==> src/rtl/audio_playout_pkg.sv <==
package audio_playout_pkg;

  localparam int unsigned STATUS_W = 8;

  typedef struct packed {
    logic full;
    logic half;
    logic empty;
  } fifo_flags_t;

  // Status byte layout: [0]=empty, [1]=0, [2]=half, [3]=full, [7:4]=0
  function automatic logic [STATUS_W-1:0] pack_status(input fifo_flags_t f);
    logic [STATUS_W-1:0] s;
    s    = '0;
    s[0] = f.empty;
    s[2] = f.half;
    s[3] = f.full;
    return s;
  endfunction

endpackage

==> src/rtl/playout_tick_gen.sv <==
module playout_tick_gen #(
  parameter int unsigned DIV = 1133
) (
  input  logic clk,
  input  logic rst,
  output logic tick,
  output logic mid
);

  localparam int unsigned CW = (DIV > 1) ? $clog2(DIV) : 1;
  localparam logic [CW-1:0] LAST = CW'(DIV - 1);
  localparam logic [CW-1:0] HALF = CW'(DIV / 2 - 1);

  logic [CW-1:0] cnt;

  always_ff @(posedge clk) begin
    if (rst) begin
      cnt  <= '0;
      tick <= 1'b0;
      mid  <= 1'b0;
    end else begin
      cnt  <= (cnt == LAST) ? '0 : cnt + 1'b1;
      tick <= (cnt == LAST);
      mid  <= (cnt == HALF);
    end
  end

endmodule

==> src/rtl/playout_fifo.sv <==
module playout_fifo
  import audio_playout_pkg::*;
#(
  parameter int unsigned WORD_W = 9,
  parameter int unsigned DEPTH  = 256
) (
  input  logic              clk,
  input  logic              rst,
  input  logic              push,
  input  logic [WORD_W-1:0] push_word,
  input  logic              pop,
  output logic [WORD_W-1:0] pop_word,
  output fifo_flags_t       flags
);

  localparam int unsigned AW   = (DEPTH > 1) ? $clog2(DEPTH) : 1;
  localparam int unsigned CNTW = $clog2(DEPTH + 1);
  localparam logic [AW-1:0]   PTR_LAST = AW'(DEPTH - 1);
  localparam logic [CNTW-1:0] CNT_FULL = CNTW'(DEPTH);
  localparam logic [CNTW-1:0] CNT_HALF = CNTW'(DEPTH / 2);

  logic [WORD_W-1:0] mem [DEPTH];
  logic [AW-1:0]     wr_ptr, rd_ptr;
  logic [CNTW-1:0]   count;
  logic              push_ok, pop_ok;

  assign flags.empty = (count == '0);
  assign flags.full  = (count == CNT_FULL);
  assign flags.half  = (count >= CNT_HALF);

  assign push_ok = push & ~flags.full;
  assign pop_ok  = pop & ~flags.empty;

  // storage without reset so it maps onto block RAM
  always_ff @(posedge clk) begin
    if (push_ok) mem[wr_ptr] <= push_word;
  end

  always_ff @(posedge clk) begin
    if (pop_ok) pop_word <= mem[rd_ptr];
  end

  always_ff @(posedge clk) begin
    if (rst) begin
      wr_ptr <= '0;
      rd_ptr <= '0;
      count  <= '0;
    end else begin
      if (push_ok) wr_ptr <= (wr_ptr == PTR_LAST) ? '0 : wr_ptr + 1'b1;
      if (pop_ok)  rd_ptr <= (rd_ptr == PTR_LAST) ? '0 : rd_ptr + 1'b1;
      unique case ({push_ok, pop_ok})
        2'b10:   count <= count + 1'b1;
        2'b01:   count <= count - 1'b1;
        default: count <= count;
      endcase
    end
  end

endmodule

==> src/rtl/playout_sequencer.sv <==
module playout_sequencer #(
  parameter int unsigned SAMPLE_W = 8
) (
  input  logic                clk,
  input  logic                rst,
  input  logic                tick,
  input  logic                mid,
  input  logic                fifo_empty,
  output logic                pop,
  input  logic [SAMPLE_W:0]   pop_word,
  output logic [SAMPLE_W-1:0] dac_data,
  output logic                dac_chan,
  output logic                dac_strobe
);

  logic load_q;
  logic armed;

  assign pop = tick & ~fifo_empty;

  always_ff @(posedge clk) begin
    if (rst) begin
      load_q     <= 1'b0;
      armed      <= 1'b0;
      dac_data   <= '0;
      dac_chan   <= 1'b0;
      dac_strobe <= 1'b0;
    end else begin
      load_q     <= pop;
      dac_strobe <= mid & armed;
      if (load_q) begin
        dac_data <= pop_word[SAMPLE_W-1:0];
        dac_chan <= pop_word[SAMPLE_W];
        armed    <= 1'b1;
      end else if (mid) begin
        armed    <= 1'b0;
      end
    end
  end

endmodule

==> src/rtl/audio_playout.sv <==
module audio_playout
  import audio_playout_pkg::*;
#(
  parameter int unsigned CLK_HZ   = 100_000_000,
  parameter int unsigned TICK_HZ  = 88_200,
  parameter int unsigned SAMPLE_W = 8,
  parameter int unsigned DEPTH    = 256
) (
  input  logic                clk,
  input  logic                rst,
  input  logic                bus_sel_n,
  input  logic                bus_wr_n,
  input  logic                bus_rd_n,
  input  logic                bus_addr0,
  input  logic [SAMPLE_W-1:0] bus_din,
  output logic [7:0]          bus_dout,
  output logic                bus_drive,
  output logic [SAMPLE_W-1:0] dac_data,
  output logic                dac_chan,
  output logic                dac_strobe
);

  localparam int unsigned DIV    = CLK_HZ / TICK_HZ;
  localparam int unsigned WORD_W = SAMPLE_W + 1;

  logic              wr_access, rd_access;
  logic              tick, mid, pop;
  logic [WORD_W-1:0] pop_word;
  fifo_flags_t       flags;
  logic [7:0]        status_q;

  assign wr_access = ~bus_sel_n & ~bus_wr_n;
  assign rd_access = ~bus_sel_n & ~bus_rd_n;

  playout_tick_gen #(.DIV(DIV)) u_tick (
    .clk  (clk),
    .rst  (rst),
    .tick (tick),
    .mid  (mid)
  );

  playout_fifo #(.WORD_W(WORD_W), .DEPTH(DEPTH)) u_fifo (
    .clk       (clk),
    .rst       (rst),
    .push      (wr_access),
    .push_word ({bus_addr0, bus_din}),
    .pop       (pop),
    .pop_word  (pop_word),
    .flags     (flags)
  );

  playout_sequencer #(.SAMPLE_W(SAMPLE_W)) u_seq (
    .clk        (clk),
    .rst        (rst),
    .tick       (tick),
    .mid        (mid),
    .fifo_empty (flags.empty),
    .pop        (pop),
    .pop_word   (pop_word),
    .dac_data   (dac_data),
    .dac_chan   (dac_chan),
    .dac_strobe (dac_strobe)
  );

  always_ff @(posedge clk) begin
    if (rst) begin
      status_q  <= 8'h01;
      bus_drive <= 1'b0;
      bus_dout  <= '0;
    end else begin
      status_q  <= pack_status(flags);
      bus_drive <= rd_access;
      bus_dout  <= rd_access ? status_q : '0;
    end
  end

endmodule

==> config.mk <==
export PLATFORM = sky130hd
export DESIGN_NAME = audio_playout
export DESIGN_NICKNAME = d
export VERILOG_FILES = /design/src/rtl/audio_playout_pkg.sv /design/src/rtl/playout_tick_gen.sv /design/src/rtl/playout_fifo.sv /design/src/rtl/playout_sequencer.sv /design/src/rtl/audio_playout.sv
export SDC_FILE = /design/constraint.sdc
export NUM_CORES = 2
export LEC_CHECK = 0
export ABC_AREA = 1
export BUFFER_PORTS_ARGS = -buffer_cell sky130_fd_sc_hd__buf_4
export CAP_MARGIN = 20
export CORE_UTILIZATION = 35
export DETAILED_ROUTE_END_ITERATION = 12
export GPL_TIMING_DRIVEN = 0
export SYNTH_ARGS = -nofsm -noshare
export SYNTH_HDL_FRONTEND = slang
export SYNTH_SLANG_ARGS = --single-unit
==> constraint.sdc <==
create_clock -name clk -period 2.5 [get_ports clk]
set_input_delay 0.125 -clock clk [delete_from_list [all_inputs] [get_ports clk]]
set_output_delay 0.125 -clock clk [all_outputs]
set_load 0.05 [all_outputs]
==> qor.yml <==
yosys:
  synth.yosys.seq_area_share_pct: 70.9
  synth_top_area_share_pct: 69.8
  synth_common_cells: "nand2_1 (2,547), edfxtp_1 (2,313), nor2_1 (1,388)"
  syn-cell-area_um2: 99600
  async_flop_share_pct: 0
  yosysMostFrequentCell: "nand2_1"
  synth_area_leader_cell: "edfxtp_1"
  synth_area_per_cell_um2: 10.8
  synth.area.top_cells: "edfxtp_1 (70%), nand2_1 (9.6%), nor2_1 (5.2%)"
  ys_types: 36
  synth-seq-cells: 2370
  yosysWarnings: 0
  ys.flop_type: "edfxtp_1"
  synth_edf_count: 2313
  synthCells: 9260
status:
  violations: "setup timing"
  status: "complete, but fails checks"
sta:
  holdWs_ns: 0.126
  finalHoldViolCount: 0
  max_freq_ghz: 0.334
  slew_viol_final: 0
  setup_tns_ns: -25.05
  worst_slack_ns: -0.493
  rsz0062_at_grt: "yes"
  worst-slew-pin-transition_ns: 1.36
  setup_viol: 509
  period_minus_slack_ns: 2.99
  skew_ns: 0.0811
  fin_crit_sh_pct: 120
  slew_headroom_pct: 9.57
setup_path:
  max_stage_delay_ns: 0.80
  worstPathArrival_ns: 3.66
  cp_top_family: "simple AND/OR/NAND/NOR gates"
  rrSetupSlack_ns: -0.49
  worst_ep_required_time_ns: 3.17
  worstReg2RegEnd: "u_fifo.pop_word[3]$_DFFE_PP_"
  critPathCaptureType: "register"
  crit_path_max_fanout: 10
  path_buf_inv: 2
  reg2reg_depth: 10
  path_cells: "nand2_4, buf_8, clkbuf_1, a21oi_1, nor2_2, nand2_1, nand3_1, nand3_1, nand3_1, nand2_4"
  r2r_start: "u_fifo.rd_ptr[3]$_SDFFE_PP0P_"
  startpoint_type: "register"
  worstSetupPathType: "reg2reg"
  crit_path_frequent_cell: "nand3_1"
  worst_path_max_delay_cell: "clkbuf_1"
grt:
  track_usage_pct: 27.9
  grt_overflow: 0
  antenna_found_initial: 28
  grt_pass1_vias: 70500
  grt_pass1_wl_mm: 553
  grt_start_max_net_pins: 129
power_and_ir_drop:
  p_per_area_nw_per_um2: 647
  p_leak_nw: 46.6
  ir_drop_mv: 0.698
  power.total_mw: 80.0
place:
  place_ws_ns: -2.47
  place_congestion: 1.02
  dp_cells: 13200
  io_buffers: 26
  place_hpwl_mm: 283
  placed_cell_area_um2: 106000
routing:
  viasPerCell: 5.57
  dr_total_vias: 77400
  wire_per_inst_um: 30.0
  antenna_left: 0
  drt_iter0_drc: 13500
  finalWirelength_mm: 417
  drc: 0
  firstDrtPassIters: 7
cts:
  clock-sinks: 2370
  clk_latency_ns: 0.95
  cts_tree: "yes"
  clk_root_buffer_cell: "clkbuf_16"
  cts.path.max_buffers: 3
  htree_levels: 4
  cts_buffers: 241
  clk_pin_slew_worst_paths_ns: 0.06
finish:
  layout.cells.non_filler: 13900
  area_growth_pct: 24.3
  fin_area_um2: 124000
  final_net_count: 9986
  utilization_pct: 43.8
  drive_gt1_share_pct: 18.1
die:
  die_area_um2: 287000
  core_area_um2: 283000
  die_w_um: 535
  initial_core_util_pct: 35.2
  die-height_um: 535
  io-pin-count: 33
  rows: 195
hold_path:
  worstHoldPathCells: 2
  hold_start: "bus_din[6]"
  hold_path_end: "u_fifo.mem[85][6]$_DFFE_PP_"
  min_path_type: "in2reg"
job:
  cap_violations: 0
-- layer usage --
| layer | part of all wire, % | track usage, % |
|---|---|---|
| met5 | 0.085 | 0 |
| met4 | 7.9 | 18.4 |
| met3 | 14 | 8.36 |
| met2 | 42 | 40.8 |
| met1 | 36 | 35.9 |
-- placed cells by master (no fill, tap or decap), types with 50 or more instances in the layout --
cell type	netlist	layout
buf_2	194	56
buf_6	20	144
clkbuf_2	0	77
clkbuf_16	0	258
nand3_1	801	699
o21ai_0	568	521
nand2_2	0	69
nor2_2	0	51
buf_4	45	262
clkinv_1	6	71
nand3_2	0	81
o211ai_1	67	67
nor2_1	1388	1084
nand2_1	2547	2466
buf_8	1	75
clkbuf_1	184	93
clkbuf_4	0	50
inv_1	728	670
o21ai_1	46	89
buf_12	0	159
nor2_4	0	253
edfxtp_1	2313	2313
a21oi_1	113	93
-- worst reg2reg max path: stages, from the launching register on --
cell and delay (ns):
dfxtp_1 0.37, nand2_4 0.23, buf_8 0.22, clkbuf_1 0.80
a21oi_1 0.12, nor2_2 0.22, nand2_1 0.07, nand3_1 0.21
nand3_1 0.16, nand3_1 0.17, nand2_4 0.11
-- power by group --
group / switching [mW] / internal, mW / leakage, nW / total [mW]
registers: 0.0199 / 43.6 / 21.2 / 43.6
logic: 1.05 / 0.255 / 21.8 / 1.30
clock network: 16.2 / 19.0 / 3.61 / 35.1
total: 17.2 / 62.8 / 46.6 / 80.0
-- cell families after synthesis --
logic type,Yosys count,share of synthesized area (%)
simple gates,4794,19.2
compound gates,804,4.23
buf+inv,1266,5.35
other cells,1,0.00377
flops,2370,70.9
fa+ha+maj,17,0.221
xor+xnor,8,0.0704
-- timing repair --
item | 4_1_cts | 5_1_grt
cloned | 7 | 13
endpoints found under the setup margin | 2337 | 1753
hold endpoints to repair | 1160 | 0
hold buffers | 15 | 0
gates resized for setup | 1418 | 453
buffers inserted | 114 | 155
pin swaps | 82 | 140
-- how the worst max path moves through the flow --
stage                                   from                           end  cells after the start
4_1_cts        u_fifo.rd_ptr[0]$_SDFFE_PP0P_  u_fifo.pop_word[2]$_DFFE_PP_                     15
3_3_place_gp    u_fifo.count[0]$_SDFFE_PP0P_   u_fifo.mem[84][5]$_DFFE_PP_                     10
6_report       u_fifo.rd_ptr[3]$_SDFFE_PP0P_  u_fifo.pop_word[3]$_DFFE_PP_                     10
5_1_grt        u_fifo.rd_ptr[0]$_SDFFE_PP0P_  u_fifo.pop_word[6]$_DFFE_PP_                     13
2_1_floorplan   u_fifo.count[0]$_SDFFE_PP0P_  u_fifo.count[6]$_SDFFE_PP0P_                     16
3_5_place_dp    u_fifo.count[0]$_SDFFE_PP0P_  u_fifo.mem[229][7]$_DFFE_PP_                     10
-- area by class of cell --
| cell class | instances | area [um^2] |
|---|---|---|
| fillers | 25900 | 159000 |
| diodes | 9 | 22.5 |
| well taps | 3743 | 4680 |
| repair buffers | 449 | 6320 |
| clock inverters | 137 | 1230 |
| inverters | 737 | 2820 |
| flip-flops and latches | 2370 | 70600 |
| multi-input cells | 5628 | 26800 |
| plain buffers | 528 | 4940 |
| clock buffers | 298 | 6240 |
-- state kept, by name, summed over array words and instances (netlist names) --
name and flops:
bus_dout 3, bus_drive 1, status_q 3, u_fifo.count 9, u_fifo.mem 2304, u_fifo.pop_word 9, u_fifo.rd_ptr 8, u_fifo.wr_ptr 8
u_seq.armed 1, u_seq.dac_chan 1, u_seq.dac_data 8, u_seq.dac_strobe 1, u_seq.load_q 1, u_tick.cnt 11, u_tick.mid 1, u_tick.tick 1
Power figures use the tool's default switching activity.
